==> config.mk <==
export PLATFORM = sky130hd
export DESIGN_NAME = kpad_scan_top
export DESIGN_NICKNAME = d
export VERILOG_FILES = /design/src/rtl/kpad_pkg.sv /design/src/rtl/kpad_bus_dec.sv /design/src/rtl/kpad_scanner.sv /design/src/rtl/kpad_rollover.sv /design/src/rtl/kpad_scan_top.sv
export SDC_FILE = /design/constraint.sdc
export NUM_CORES = 1
export LEC_CHECK = 0
export BUFFER_PORTS_ARGS = -buffer_cell sky130_fd_sc_hd__buf_2
export CAP_MARGIN = 20
export CORE_ASPECT_RATIO = 0.7
export CORE_UTILIZATION = 35
export CTS_BUF_LIST = sky130_fd_sc_hd__clkbuf_16
export DETAILED_ROUTE_END_ITERATION = 16
export GPL_ROUTABILITY_DRIVEN = 0
export HOLD_SLACK_MARGIN = 0.08
export PLACE_DENSITY = 0.49
export SYNTH_ARGS = -nofsm -noshare
export SYNTH_HDL_FRONTEND = slang
export SYNTH_SLANG_ARGS = --single-unit
==> constraint.sdc <==
create_clock -name clk -period 4.9 [get_ports clk]
set_input_delay 0.245 -clock clk [delete_from_list [all_inputs] [get_ports clk]]
set_output_delay 0.245 -clock clk [all_outputs]
set_load 0.05 [all_outputs]
==> src/rtl/kpad_pkg.sv <==
package kpad_pkg;
  parameter int NROWS  = 4;
  parameter int NCOLS  = 8;
  localparam int KEYS   = NROWS * NCOLS;
  localparam int CODE_W = $clog2(KEYS);
  localparam int ROW_W  = $clog2(NROWS);
  typedef logic [KEYS-1:0] keymap_t;
endpackage

==> src/rtl/kpad_bus_dec.sv <==
module kpad_bus_dec
  import kpad_pkg::*;
#(
  parameter logic [11:0] BASE_HI = 12'h100
) (
  input  logic [15:0]      addr,
  input  logic             rd,
  output logic             win_rd,
  output logic             dir_rd,
  output logic             stat_rd,
  output logic [NROWS-1:0] row_sel
);
  logic [NROWS-1:0] nib;
  logic             nib_onehot;

  assign nib        = addr[NROWS-1:0];
  assign nib_onehot = (nib != '0) && ((nib & (nib - 1'b1)) == '0);
  assign win_rd     = rd && (addr[15:4] == BASE_HI);
  assign dir_rd     = win_rd && nib_onehot;
  assign stat_rd    = win_rd && (addr[3:0] == 4'h0);
  assign row_sel    = dir_rd ? nib : '0;
endmodule

==> src/rtl/kpad_scanner.sv <==
module kpad_scanner
  import kpad_pkg::*;
#(
  parameter int DIV = 1000,
  parameter int DEB = 3
) (
  input  logic             clk,
  input  logic             rst,
  input  logic             hold,
  input  logic [NCOLS-1:0] col_sense,
  output logic [NROWS-1:0] scan_drive,
  output logic             scan_oe,
  output keymap_t          deb_map
);
  localparam int DIV_W = (DIV > 1) ? $clog2(DIV) : 1;
  localparam int CNT_W = $clog2(DEB + 1);

  logic [DIV_W-1:0] div_cnt;
  logic [ROW_W-1:0] ridx;
  logic [CNT_W-1:0] same_cnt, same_nxt;
  keymap_t          snap, frame_now, prev_frame;
  logic             tick, last_row;

  assign tick       = (div_cnt == DIV_W'(DIV - 1)) && !hold;
  assign scan_oe    = tick;
  assign scan_drive = tick ? (NROWS'(1) << ridx) : '0;
  assign last_row   = (ridx == ROW_W'(NROWS - 1));

  always_comb begin
    frame_now = snap;
    frame_now[ridx*NCOLS +: NCOLS] = col_sense;
  end

  always_comb begin
    if (frame_now != prev_frame)
      same_nxt = CNT_W'(1);
    else if (same_cnt >= CNT_W'(DEB))
      same_nxt = CNT_W'(DEB);
    else
      same_nxt = same_cnt + 1'b1;
  end

  always_ff @(posedge clk) begin
    if (rst) begin
      div_cnt    <= '0;
      ridx       <= '0;
      snap       <= '0;
      prev_frame <= '0;
      same_cnt   <= '0;
      deb_map    <= '0;
    end else begin
      if (tick)
        div_cnt <= '0;
      else if (div_cnt != DIV_W'(DIV - 1))
        div_cnt <= div_cnt + 1'b1;
      if (tick) begin
        snap <= frame_now;
        ridx <= last_row ? '0 : ridx + 1'b1;
        if (last_row) begin
          prev_frame <= frame_now;
          same_cnt   <= same_nxt;
          if (same_nxt == CNT_W'(DEB))
            deb_map <= frame_now;
        end
      end
    end
  end
endmodule

==> src/rtl/kpad_rollover.sv <==
module kpad_rollover
  import kpad_pkg::*;
(
  input  logic              clk,
  input  logic              rst,
  input  keymap_t           deb_map,
  input  logic              clr,
  output logic              valid,
  output logic              multi,
  output logic              locked,
  output logic [CODE_W-1:0] code
);
  logic              any_key, one_key;
  logic [CODE_W-1:0] enc;

  assign any_key = |deb_map;
  assign one_key = any_key && ((deb_map & (deb_map - 1'b1)) == '0);

  always_comb begin
    enc = '0;
    for (int i = 0; i < KEYS; i++)
      if (deb_map[i]) enc = CODE_W'(i);
  end

  always_ff @(posedge clk) begin
    if (rst) begin
      valid  <= 1'b0;
      multi  <= 1'b0;
      locked <= 1'b0;
      code   <= '0;
    end else begin
      multi <= any_key && !one_key;
      if (!locked && any_key) begin
        locked <= 1'b1;
        if (one_key) begin
          code  <= enc;
          valid <= 1'b1;
        end else if (clr) begin
          valid <= 1'b0;
        end
      end else begin
        if (!any_key) locked <= 1'b0;
        if (clr) valid <= 1'b0;
      end
    end
  end
endmodule

==> src/rtl/kpad_scan_top.sv <==
module kpad_scan_top
  import kpad_pkg::*;
#(
  parameter logic [11:0] BASE_HI = 12'h100,
  parameter int          DIV     = 1000,
  parameter int          DEB     = 3
) (
  input  logic             clk,
  input  logic             rst,
  input  logic [15:0]      bus_addr,
  input  logic             bus_rd,
  output logic [7:0]       bus_rdata,
  output logic [NROWS-1:0] row_drive,
  output logic             row_oe,
  input  logic [NCOLS-1:0] col_sense
);
  logic              win_rd, dir_rd, stat_rd;
  logic [NROWS-1:0]  row_sel, scan_drive;
  logic              scan_oe;
  keymap_t           deb_map;
  logic              valid_q, multi_q, locked_q;
  logic [CODE_W-1:0] code_q;

  kpad_bus_dec #(.BASE_HI(BASE_HI)) dec_i (
    .addr(bus_addr), .rd(bus_rd), .win_rd(win_rd), .dir_rd(dir_rd),
    .stat_rd(stat_rd), .row_sel(row_sel)
  );

  kpad_scanner #(.DIV(DIV), .DEB(DEB)) scan_i (
    .clk(clk), .rst(rst), .hold(win_rd), .col_sense(col_sense),
    .scan_drive(scan_drive), .scan_oe(scan_oe), .deb_map(deb_map)
  );

  kpad_rollover roll_i (
    .clk(clk), .rst(rst), .deb_map(deb_map), .clr(stat_rd),
    .valid(valid_q), .multi(multi_q), .locked(locked_q), .code(code_q)
  );

  assign row_drive = dir_rd ? row_sel : scan_drive;
  assign row_oe    = dir_rd | scan_oe;

  always_ff @(posedge clk) begin
    if (rst)
      bus_rdata <= 8'h00;
    else if (dir_rd)
      bus_rdata <= col_sense;
    else if (stat_rd)
      bus_rdata <= {valid_q, multi_q, 1'b0, code_q};
    else
      bus_rdata <= 8'h00;
  end
endmodule

# == After elaboration in Yosys (flattened, before gate mapping) ==
# Cells that the tools add are included.
# W data, S select, Z words.
# op_classes
shifts,3
n_div,0
n_mux,44
bitwise,3
mul,0
n_eq_ne,7
add_sub_neg,6
magnitude_cmp,1
reduce_logical,20
# ops
cell,n
$mux W5,16
$mux W4,10
$neg A5 Y34,1
$shift A8 B34 Y32 const A,1
$shiftx A8 B34 Y32,1
$and A32 B32 Y32,1
$bwmux W32,1
$logic_not A32 Y1,1
$ne A32 B32 Y1,1
$reduce_or A32 Y1,1
$sub A32 B1 Y32 const B,1
$mux W8,2
$eq A12 B9 Y1 const B,1
$mux W3,4
$add A10 B1 Y10 const B,1
$eq A10 B10 Y1 const B,1
$mux W2,5
$ne A10 B10 Y1 const B,1
$logic_and A1 B1 Y1,8
$logic_not A4 Y1,2
$mux W1,6
$add A2 B1 Y2 const B,2
$and A4 B4 Y4,1
$eq A2 B2 Y1 const B,2
10 further kinds,13
# totals
output_inout_bits,13
regBits,126
mem_bits_ro,0
latch_bits,0
ramBits,0
mem_count,0
in_bits,27

# == Depth between registers and ports, before layout ==
# logic_depth
depth_word,31
mapped_depth,13

# == Modules after synthesis ==
# Synthesis repeated with hierarchy kept, for this count alone.
# unflattened
cells_unflattened,857
area_unflattened_um2,7139.3
# by_module_without_submodules
module,cells_each,instances,seq_area_each_um2,area_each_um2
kpad_scanner,656,1,2202.1,5621.6
kpad_rollover,146,1,160.2,1024.7
kpad_scan_top,37,1,160.2,356.6
kpad_bus_dec,18,1,0.0,136.4

# == Worst setup path before layout ==
# No wires, ideal clock.
# synth_path
kind,register to register
from,reg scan_i.ridx[0]
to,reg scan_i.deb_map[10]
setup_time_ps,121
path_stages_with_launch,13
setup_slack_ps,1142
t_required_ps,4779
synth_period_minus_slack_ps,3758
t_arrival_ps,3637
cell_sequence,dfxtp_1 clkbuf_1 inv_1 ha_1 buf_2 nor3b_1 a31oi_1 xnor2_1 a2111oi_0 nand4_1 nor3_2 buf_2 mux2_2
# synth_between
elab_chain_cells,7
word_cells_on_any_way,9
# synth_rtl
item,line,source
"start, declared",kpad_scanner.sv:19,logic [ROW_W-1:0] ridx;
"start signal, assigned",kpad_scanner.sv:58,ridx <= last_row ? '0 : ridx + 1'b1;
$neg A5 Y34,kpad_scanner.sv:31,frame_now[ridx*NCOLS +: NCOLS] = col_sense;
$shiftx A8 B34 Y32 or $shift A8 B34 Y32 (tied branches),kpad_scanner.sv:31,
$bwmux W32,kpad_scanner.sv:31,
$ne A32 B32 Y1,kpad_scanner.sv:35,if (frame_now != prev_frame)
$mux W2,kpad_scanner.sv:35,
$eq A2 B2 Y1,kpad_scanner.sv:62,if (same_nxt == CNT_W'(DEB))
$reduce_and A3 Y1 (no source line),--,
"end signal, assigned",kpad_scanner.sv:63,deb_map <= frame_now;
"end, declared",kpad_scanner.sv:13,output keymap_t deb_map
# Several ways; a longest one is shown, not always the timed one.
# A chain may end at the register's enable or synchronous reset.

# == Worst setup path after layout ==
# layout_path
from,reg scan_i.ridx[0]
to,reg scan_i.deb_map[25]
# Same word-level chain as after synthesis.

==> run summary <==
Crit. End Element = flop
die height = 120.7 um
detailed-route wire length per cell = 18.64 um
Setup violations, final = 0
min cycle time layout = 4.226 ns
CTS clk-pin slew, worst paths = 0.06 ns
max_cap viols = 0
first-pass GRT wire length = 34,310 um
row count = 43
IO Pins = 40
CTS tree = built
Mapped Area = 7043 um^2
Via density = 5.475
via count = 6,356
drt pass-1 iters = 6
clk_lat worst skew = 0.43 ns
RSZ-0062 raised after global routing = false
NumNets Final = 912
WHS Endpoint = bus_rdata[5]
Slew HR = 0.4630
peak supply drop = 0.0002358 V
Starting Density = 0.3567
Max Slew Vio Count = 0
Layout area overhead = 14.14%
post-layout instance area = 8039 um^2
antenna-violating nets left = 0
largest net degree at the start of global routing = 68
Initial DRC Count = 600
Post-synth EDFFs = 0
Synth async-reset ratio = 0
R2R setup slack = 0.67 ns
ratio of cells with drive above 1 in the final layout = 0.1470
Primary FF master, synth = dfxtp_1
total routed wirelength = 21,650 um
CP required = 5.22 ns
Post-CTS Setup Bufs = 0
Num CTS Buffers = 17
YS warnings = 0
# diodes = 0
CP Launch Type = flop
area leader, netlist = dfxtp_1
most common cell after layout, fill and taps aside = nor2_1
vias in the first global route = 5,870
LEAKAGE = 2.831 nW
Die Outline Area = 20,700 um^2
Tcrit/Tclk final = 0.8624
Root Buffer = clkbuf_16
WP data arrival = 4.54 ns
DP Cell Count = 1,129
DIE WIDTH = 171.6 um
Finished Layout Cells = 1,161
GRT overflow = 0
Avg Synthesized Cell Area = 8.142 um^2
Post-CTS Resized = 0
Worst Hold Launch = col_sense[5]
commonest cells after routing, fill and taps aside = nor2_1, dfxtp_1, a211oi_1
sequential area share after synthesis = 0.3581
placed cell areas = 7451 um^2
worst hold stages = 2
drt drc = 0
total core area = 19,750 um^2
Worst R2R End = scan_i.deb_map[25]
Net Count, Synth = 899
R2R depth = 10
clk buf depth = 2
Sink Count = 126
hpwl dp = 15,790 um
port bufs = 39
critical path peak fanout = 32
PD cells = 296.2 nW/um^2
WS Path Type = reg -> reg
skew final = 0.009573 ns
Crit Reg-Reg Startpoint = scan_i.ridx[0]
synthesized instance count = 865
fmax = 0.2366 GHz
worst min path class = in -> reg
share of the synthesized area in the top cell type = 0.3581
status = complete, no violations
Area contributors post-synth = dfxtp_1, nor2_1, a211oi_1, nor2b_1, mux2_2
Total GRT Usage = 0.2193
PnR Total Power = 2.381 mW
htree depth = 4
Synth cell types = 69
flops & latches, synth = 126
antenna violations before repair = 0
Hold Buf Count CTS = 0
setup_tns = 0 ns
Least-Margin Pin Slew = 0.7982 ns
final hold vios = 0
## final cells by class
cell class                      count  area [um^2]
Fill cell                        2007        11710
Multi-Input combinational cell    646         4156
Sequential cell                   126         2522
Clock buffer                       17        425.4
Tap cell                          270        337.8
Timing Repair Buffer               54        310.3
Clock inverter                     15        162.7
Inverter                           33        123.9
## worst max-delay path by stage
stage              startpoint                 end  cells past startpoint
3_3_place_gp   scan_i.ridx[0]  scan_i.deb_map[31]                     10
3_5_place_dp   scan_i.ridx[0]   scan_i.deb_map[7]                     10
2_1_floorplan  scan_i.ridx[0]  scan_i.deb_map[10]                     12
6_report       scan_i.ridx[0]  scan_i.deb_map[25]                     10
4_1_cts        scan_i.ridx[0]  scan_i.deb_map[25]                     10
5_1_grt        scan_i.ridx[0]   scan_i.deb_map[7]                     10
## Yosys cell counts, types with 5 or more instances
cell      count
and3_1        6
ha_1          7
mux2_2       34
dfxtp_1     126
nor2b_1      64
a211o_1       9
a31oi_1      21
a211oi_1     71
o22ai_1       6
inv_1        33
or4_1         6
xor2_1        8
buf_1         8
nand3_1      12
nor2_1      157
a21oi_1      41
nand4_1       5
o21ai_0      11
nor4_1       15
nor3_1       20
nand2_1      13
a22oi_1       8
clkbuf_1     45
nand2b_1     15
xnor2_1      27
## through the flow
step	utilization	setup slack (ns)	hold slack (ns)
after global routing	0.4071	0.3863	0.1594
after floorplan	-	1.142	0.4054
final	0.4071	0.6742	0.1609
after CTS	0.4071	0.6984	0.1479
after detailed placement	0.3774	0.7316	0.4562
after global placement	0.3774	0.8508	0.4598
## metal layers
layer	vias up	routed length, um	global-route usage
met1	2920	11010	0.3224
li1	3168	-	-
met5	-	0	0
met2	237	8276	0.2900
met4	0	420	0.06417
met3	31	1941	0.08020
## power breakdown
group          leakage [nW]  switching [mW]  total (mW)  internal, mW
logic                  1.54          0.0499      0.0714        0.0215
registers              1.01         0.00226        1.03          1.03
clock network         0.276           0.525        1.28         0.756
## logic make-up (layout without fill, tap and decap cells)
group,count (synthesis),after routing,share of synthesized area
adder cells (fa/ha/maj),9,9,0.01528
flip-flops,126,126,0.3581
buffers and inverters,93,119,0.05294
AO/OA/AOI/OAI,217,217,0.2190
AND/OR/NAND/NOR,349,349,0.2539
XOR/XNOR,35,35,0.04353
multiplexers,36,36,0.05720
## worst max-delay path: stages, from the launching register on
cell and delay, ns:
dfxtp_1 0.63, inv_1 0.19, ha_1 0.53, and2_0 0.42, a31oi_1 0.22, a2111oi_0 0.44, nand4_1 0.18, or4_1 0.52
nor3_4 0.19, buf_4 0.40, mux2_2 0.38
## sequential cells by signal (all words and copies together), names as in the netlist
register,count
scan_i.snap,32
scan_i.same_cnt,2
roll_i.multi,1
scan_i.prev_frame,32
roll_i.valid,1
scan_i.div_cnt,10
scan_i.deb_map,32
roll_i.locked,1
scan_i.ridx,2
bus_rdata,8
roll_i.code,5
Power figures use the tool's default switching activity.
